--- src/rtl/simd_pkg.sv ---
package simd_pkg;
  localparam int OP_W = 3;

  typedef enum logic [OP_W-1:0] {
    OP_ADD  = 3'd0,
    OP_SUB  = 3'd1,
    OP_MIN  = 3'd2,
    OP_MAX  = 3'd3,
    OP_AVG  = 3'd4,
    OP_CLIP = 3'd5
  } laneOp_e;

  typedef struct packed {
    logic load;
    logic selAdd;
    logic selSub;
    logic selMin;
    logic selMax;
    logic selAvg;
    logic selClip;
  } laneStrobe_t;
endpackage

--- src/rtl/simd_ctrl.sv ---
module simd_ctrl
  import simd_pkg::*;
(
  input  logic            clk,
  input  logic            rstN,
  input  logic            inValid,
  input  logic [OP_W-1:0] opSel,
  output laneStrobe_t     strobe,
  output logic            outValid
);
  always_comb begin
    strobe         = '0;
    strobe.load    = inValid;
    strobe.selAdd  = (opSel == OP_ADD);
    strobe.selSub  = (opSel == OP_SUB);
    strobe.selMin  = (opSel == OP_MIN);
    strobe.selMax  = (opSel == OP_MAX);
    strobe.selAvg  = (opSel == OP_AVG);
    strobe.selClip = (opSel == OP_CLIP);
  end

  always_ff @(posedge clk) begin
    if (!rstN) outValid <= 1'b0;
    else       outValid <= inValid;
  end
endmodule

--- src/rtl/simd_lane.sv ---
module simd_lane
  import simd_pkg::*;
#(
  parameter int W = 8
) (
  input  laneStrobe_t  strobe,
  input  logic [W-1:0] a,
  input  logic [W-1:0] b,
  output logic [W-1:0] y
);
  localparam logic [W-1:0] LANE_MAX = {W{1'b1}};

  logic [W-1:0]          sumW, diffW, minW, maxW, avgW, clipW;
  logic signed [W+1:0]   clipSum;

  always_comb begin
    sumW  = a + b;
    diffW = a - b;
    minW  = (a < b) ? a : b;
    maxW  = (a < b) ? b : a;
    // floor((a+b+1)/2) split so no bit is lost: halves plus the rounding bit
    avgW  = (a >> 1) + (b >> 1) + {{(W-1){1'b0}}, (a[0] | b[0])};
    clipSum = $signed({2'b00, a}) + $signed({{2{b[W-1]}}, b});
    if (clipSum < 0)
      clipW = '0;
    else if (clipSum > $signed({2'b00, LANE_MAX}))
      clipW = LANE_MAX;
    else
      clipW = clipSum[W-1:0];

    y = ({W{strobe.selAdd}}  & sumW)
      | ({W{strobe.selSub}}  & diffW)
      | ({W{strobe.selMin}}  & minW)
      | ({W{strobe.selMax}}  & maxW)
      | ({W{strobe.selAvg}}  & avgW)
      | ({W{strobe.selClip}} & clipW);
  end
endmodule

--- src/rtl/simd_datapath.sv ---
module simd_datapath
  import simd_pkg::*;
#(
  parameter int LANES  = 4,
  parameter int LANE_W = 8
) (
  input  logic                    clk,
  input  logic                    rstN,
  input  laneStrobe_t             strobe,
  input  logic [LANES*LANE_W-1:0] opA,
  input  logic [LANES*LANE_W-1:0] opB,
  output logic [LANES*LANE_W-1:0] result
);
  localparam int WORD_W = LANES * LANE_W;

  logic [WORD_W-1:0] laneOut;

  for (genvar g = 0; g < LANES; g++) begin : g_lane
    simd_lane #(.W(LANE_W)) u_lane (
      .strobe (strobe),
      .a      (opA[g*LANE_W +: LANE_W]),
      .b      (opB[g*LANE_W +: LANE_W]),
      .y      (laneOut[g*LANE_W +: LANE_W])
    );
  end

  always_ff @(posedge clk) begin
    if (!rstN)            result <= '0;
    else if (strobe.load) result <= laneOut;
  end
endmodule

--- src/rtl/simd_byte_alu.sv ---
module simd_byte_alu
  import simd_pkg::*;
#(
  parameter int LANES  = 4,
  parameter int LANE_W = 8
) (
  input  logic                    clk,
  input  logic                    rstN,
  input  logic                    inValid,
  input  logic [OP_W-1:0]         opSel,
  input  logic [LANES*LANE_W-1:0] opA,
  input  logic [LANES*LANE_W-1:0] opB,
  output logic                    outValid,
  output logic [LANES*LANE_W-1:0] result
);
  laneStrobe_t strobe;

  simd_ctrl u_ctrl (
    .clk      (clk),
    .rstN     (rstN),
    .inValid  (inValid),
    .opSel    (opSel),
    .strobe   (strobe),
    .outValid (outValid)
  );

  simd_datapath #(.LANES(LANES), .LANE_W(LANE_W)) u_dp (
    .clk    (clk),
    .rstN   (rstN),
    .strobe (strobe),
    .opA    (opA),
    .opB    (opB),
    .result (result)
  );
endmodule

--- config.mk ---
export PLATFORM = sky130hd
export DESIGN_NAME = simd_byte_alu
export DESIGN_NICKNAME = d
export VERILOG_FILES = /design/src/rtl/simd_pkg.sv /design/src/rtl/simd_ctrl.sv /design/src/rtl/simd_lane.sv /design/src/rtl/simd_datapath.sv /design/src/rtl/simd_byte_alu.sv
export SDC_FILE = /design/constraint.sdc
export NUM_CORES = 1
export LEC_CHECK = 0
export ABC_AREA = 1
export CORE_ASPECT_RATIO = 1.25
export CORE_MARGIN = 1
export CORE_UTILIZATION = 58
export CTS_BUF_LIST = sky130_fd_sc_hd__clkbuf_4 sky130_fd_sc_hd__clkbuf_8 sky130_fd_sc_hd__clkbuf_16
export CTS_CLUSTER_SIZE = 10
export DETAILED_ROUTE_END_ITERATION = 8
export GPL_ROUTABILITY_DRIVEN = 0
export PLACE_DENSITY_LB_ADDON = 0.1
export SETUP_SLACK_MARGIN = 0.05
export SYNTH_ARGS = -nofsm -noshare
export SYNTH_HDL_FRONTEND = slang
export SYNTH_SLANG_ARGS = --single-unit
--- constraint.sdc ---
create_clock -name clk -period 2.4 [get_ports clk]
set_input_delay 0.24 -clock clk [delete_from_list [all_inputs] [get_ports clk]]
set_output_delay 0.24 -clock clk [all_outputs]
set_load 0.01 [all_outputs]
---- Word level (Yosys, flattened, before mapping) ----
Cells that the tools add are included.
word-level totals
  flip-flop bits (word level) ............. 33
cells by class
  $add $sub $neg .......................... 20
  $lt $le $gt $ge ......................... 12
  eq/ne operators ......................... 5
  muxes and demuxes ....................... 16
  bitwise gates (word level) .............. 48
  reduce and logical (&&, ||, !) cells .... 1
operators by type and width
  kind                   number
  $and A8 B8 Y8          24
  $or A8 B8 Y8           20
  $mux W8                16
  $add A9 B8 Y10         4
  $gt A10 B9 Y1 const B  4
  $lt A10 B1 Y1 const B  4
  $add A7 B7 Y8          4
  $add A8 B1 Y8          4
  $add A8 B8 Y8          4
  $lt A8 B8 Y1           4
  $sub A8 B8 Y8          4
  $eq A3 B2 Y1 const B   2
  $eq A3 B3 Y1 const B   2
  $or A1 B1 Y1           4
  $eq A3 B1 Y1 const B   1
  $logic_not A3 Y1       1

---- Longest topological paths before layout ----
  word-level depth ........................ 7
  gate-level depth with buffers ........... 17
  depth with buffers taken out ............ 16

---- By module ----
From an unflattened synthesis, not the netlist that was laid out.
unflattened totals
  cells, all modules ...................... 1406
  area, all modules ....................... 8074.0 um^2
modules (own cells, without submodules)
  module                                  times used  cells each  area each (um^2)  seq. area each (um^2)
  simd_lane at u_dp.g_lane[0].u_lane ...  2           298         1722.9            0.0
  simd_lane at u_dp.g_lane[3].u_lane      1           296         1639.1            0.0
  simd_lane at u_dp.g_lane[1].u_lane      1           296         1571.5            0.0
  simd_datapath                           1           202         1335.0            640.6
  simd_ctrl                               1           16          82.6              20.0

---- Least setup slack after synthesis ----
OpenSTA, ideal clock, no wires.
  path kind ............................... input-to-reg
  from .................................... input port opA[24]
  to ...................................... register u_dp.result[30]
  setup time .............................. 117 ps
  data arrival time ....................... 1931 ps
  path slack .............................. 352 ps
  stages .................................. 14
  path buffers ............................ 0
  path through ............................ inv_1 -> ha_1 -> fa_1 -> fa_1 -> inv_1 -> nand3_1 -> nand3_1 -> nand2_1 -> nand3_1 -> nand2_1 -> nor2_1 -> nand4_1 -> nor2_1 -> nor2_1
between the ends
  longest elaborated chain between the ends .. 7
  elaborated cells on any way between the ends .. 23
  classes of those cells .................. add/sub (4); order compare (3); mux (4); bitwise (12)
RTL lines
  item                                                                    RTL line             text
  from (decl)                                                             simd_byte_alu.sv:11  input logic [LANES*LANE_W-1:0] opA,
  parallel branches: the longest is 6 deep, another holds $add A9 B8 Y10  -
  $or A8 B8 Y8 (*)                                                        simd_lane.sv:36      | ({W{strobe.selClip}} & clipW);
  to (signal assigned)                                                    simd_datapath.sv:29  else if (strobe.load) result <= laneOut;
  to (decl)                                                               simd_datapath.sv:12  output logic [LANES*LANE_W-1:0] result
Mark *: on every way between the ends.
A chain may end at the register's enable or synchronous reset.

---- Worst setup path in the final report ----
  from .................................... input port opB[9]
  to ...................................... register u_dp.result[13]
between the ends
  longest elaborated chain between the ends .. 7
  elaborated cells on any way between the ends .. 23
  classes of those cells .................. add/sub (5); order compare (3); mux (4); bitwise (11)
RTL lines
  item                                                                    RTL line             text
  from (decl)                                                             simd_byte_alu.sv:12  input logic [LANES*LANE_W-1:0] opB,
  parallel branches: the longest is 6 deep, another holds $add A9 B8 Y10  -
  $or A8 B8 Y8 (*)                                                        simd_lane.sv:36
Marks and branches as above.

==> metrics.md <==
| Metric | Value |
|---|---|
| Status | finished clean |
| Final worst slack | between 0.1 and 0.15 ns |
| Crit path launch type | input port |
| IO buf count | between 100 and 150 |
| Crit share post-route | a little over nine tenths |
| RSZ-0062 raised after global routing | yes |
| Synth cell types | 46 |
| Post-synth top area cell | nand2_1 |
| Placement Setup Slack | -0.307 ns |
| Worst setup EP type | register |
| Rows | 47 |
| Fin. Hold Viols | 0 |
| PD cells | roughly 360 mW/mm² |
| Grt total ovfl | 0 |
| Worst Path Max Fanout | 10 |
| Die width | 106 µm |
| Via-to-Cell Ratio | 5.78 |
| Drt first pass iters | 5 |
| Clk sinks | 33 |
| Static Leak | between 5 and 6 nW |
| Max-slew violation count | 0 |
| Max-cap violation count | 0 |
| Worst slew margin | 64.1% |
| Top cell type's share of synthesized area | around 14% |
| Kind of critical path | in -> reg |
| Initial Util | 59.5% |
| Async set or reset register ratio after synthesis | 0% |
| N_diodes | 0 |
| Cell count after synthesis | roughly 1.3k |
| I/O pin cnt | between 100 and 150 |
| Max clock buf depth | 2 |
| Mean routed wirelength per cell | ~16 µm |
| Core area | 0.0132 mm² |
| Clk pin slew, worst setup/hold paths | roughly 0.05 ns |
| FILL cells | around 940 |
| Drt initial violations | a little under 800 |
| Worst Clk Skew | 0 ns |
| DR vias | 10.3k |
| Most frequent cells in the layout | nand2_1, buf_4, nand3_1 |
| First-pass GRT wire length | between 40,000 and 50,000 µm |
| Worst EP arrival | 2.45 ns |
| Share of layout cells above drive strength 1 | 26.1% |
| Clk root buf | clkbuf_16 |
| Synth area leaders | nand2_1, ha_1, nand3_1 |
| Fmax | roughly 0.44 GHz |
| CTS Hold Buffers Added | 0 |
| Final Critical Period | 2.28 ns |
| HPWL Detailed | between 20,000 and 25,000 µm |
| Sum Neg Setup Slack | 0 ns |
| Worst-Margin Slew | 0.538 ns |
| Gr usage total | between 30 and 40% |
| Synth Register Bits | 33 |
| Vias in the first global route | around 10k |
| Commonest non-fill, non-tap cell in the layout | nand2_1 |
| Clk_lat worst skew | 0.28 ns |
| Cts bufs inserted | 5 |
| Routed WL | 28,400 µm |
| Ys flop type | dfxtp_1 |
| Setup violations, final | 0 |
| CTS H-Tree Depth | 2 |
| Drc violations | 0 |
| Die ar. | between 0.01 and 0.015 mm² |
| Syn Std Cell Area | between 0.007 and 0.008 mm² |
| Die Ht | 132 µm |
| Initial antenna violation count | 0 |
| YS warnings | 0 |
| Final nets | around 1.8k |
| Syn Nets | 1,479 |
| CTS tree | yes |
| Largest net degree at the start of global routing | 33 |
| Maximum vdd ir drop | between 0.0003 and 0.0004 V |
| Area Overhead vs Synth | 38.9% |
| Syn Area/Cell | 5.96 µm² |
| Antenna-violating nets left | 0 |
| Register area share after synthesis | under 10% |
| Worst endpoint required time | between 2 and 3 ns |
| Hold Path Class | in -> reg |
| Post-synth EDFFs | 0 |
cell families after synthesis:
family	count (synthesis)	synth area share [%]
compound gates	260	19.2
xor+xnor	14	1.56
fa+ha+maj	88	15.5
buf+inv	244	14.0
flops	33	8.39
simple gates	682	41.3
worst max-delay path, cell delays in order:
cell	delay [ns]
clkdlybuf4s50_1	0.48
inv_1	0.08
buf_4	0.16
fa_1	0.41
nand3_1	0.12
nand2_2	0.10
nand2_2	0.13
nand2_4	0.11
buf_4	0.19
o21ai_1	0.12
nand3_1	0.13
nor2_1	0.14
nor2_1	0.05
cell usage after synthesis (all sizes together), types with 5 or more instances:
master,instances
nand2,327
inv,188
nand3,170
nor2,124
o21ai,124
a21oi,117
ha,72
buf,41
nand4,37
dfxtp,33
fa,16
nor3,16
clkbuf,10
xor2,10
clkinv,5
o21bai,5
flip-flops by register name, indices dropped and copies added (netlist names):
name	cells
u_dp.result	32
u_ctrl.outValid	1
through the flow:
| step | hold WS [ns] | total power, mW | utilization [%] | instance area [µm²] | instances |
|---|---|---|---|---|---|
| 6_report | 0.452 | 3.90 | 82.7 | 10900 | 1782 |
| 5_1_grt | 0.497 | 4.14 | 82.7 | 10900 | 1782 |
| 4_1_cts | 0.508 | 3.77 | 80.8 | 10700 | 1776 |
| 3_5_place_dp | 0.522 | 2.99 | 79.3 | 10500 | 1768 |
| 3_3_place_gp | 0.489 | 2.93 | 79.3 | 10500 | 1768 |
| 2_1_floorplan | 0.378 | 2.02 | - | 7880 | 1321 |
repair_timing:
item	CTS	global route
endpoints found under the setup margin	9	31
buffers inserted	0	6
resized for setup	8	75
pin swaps	0	32
gates cloned	0	0
cell type report:
class                           instances  area (µm²)  share of cell area, %
Clock buffer                            7         146                   1.34
Timing Repair Buffer                  333        2840                   25.9
Multi-Input combinational cell       1044        6310                   57.7
Sequential cell                        33         661                   6.04
Clock inverter                          1        30.0                  0.275
Inverter                              193         738                   6.75
Tap cell                              171         214                   1.96
power by group:
| part | switching, mW | internal [mW] | total [mW] | leakage, nW |
|---|---|---|---|---|
| combinational | 1.40 | 1.10 | 2.49 | 5.18 |
| clock | 0.241 | 0.530 | 0.771 | 0.0875 |
| sequential | 0.0358 | 0.596 | 0.632 | 0.274 |
final timing paths:
check                                      from              end  slack, ns  cells after the start
worst max-delay path                     opB[9]  u_dp.result[13]       0.12                     13
worst min register to register  u_dp.result[14]  u_dp.result[14]       0.54                      2
worst min-delay path                     opB[8]   u_dp.result[8]       0.45                      5
worst max register to register  u_dp.result[25]  u_dp.result[25]       1.64                      2
per-layer routing:
metal	share of wire, %	routed length (µm)	GRT usage, %	vias up
met5	0	0	0	-
met4	6.3	1790	24.7	0
met3	7.3	2070	4.70	155
met2	49	13900	68.6	572
met1	37	10600	45.2	4662
li1	-	-	-	4918
Note: power is estimated with default switching activity, not from simulation.
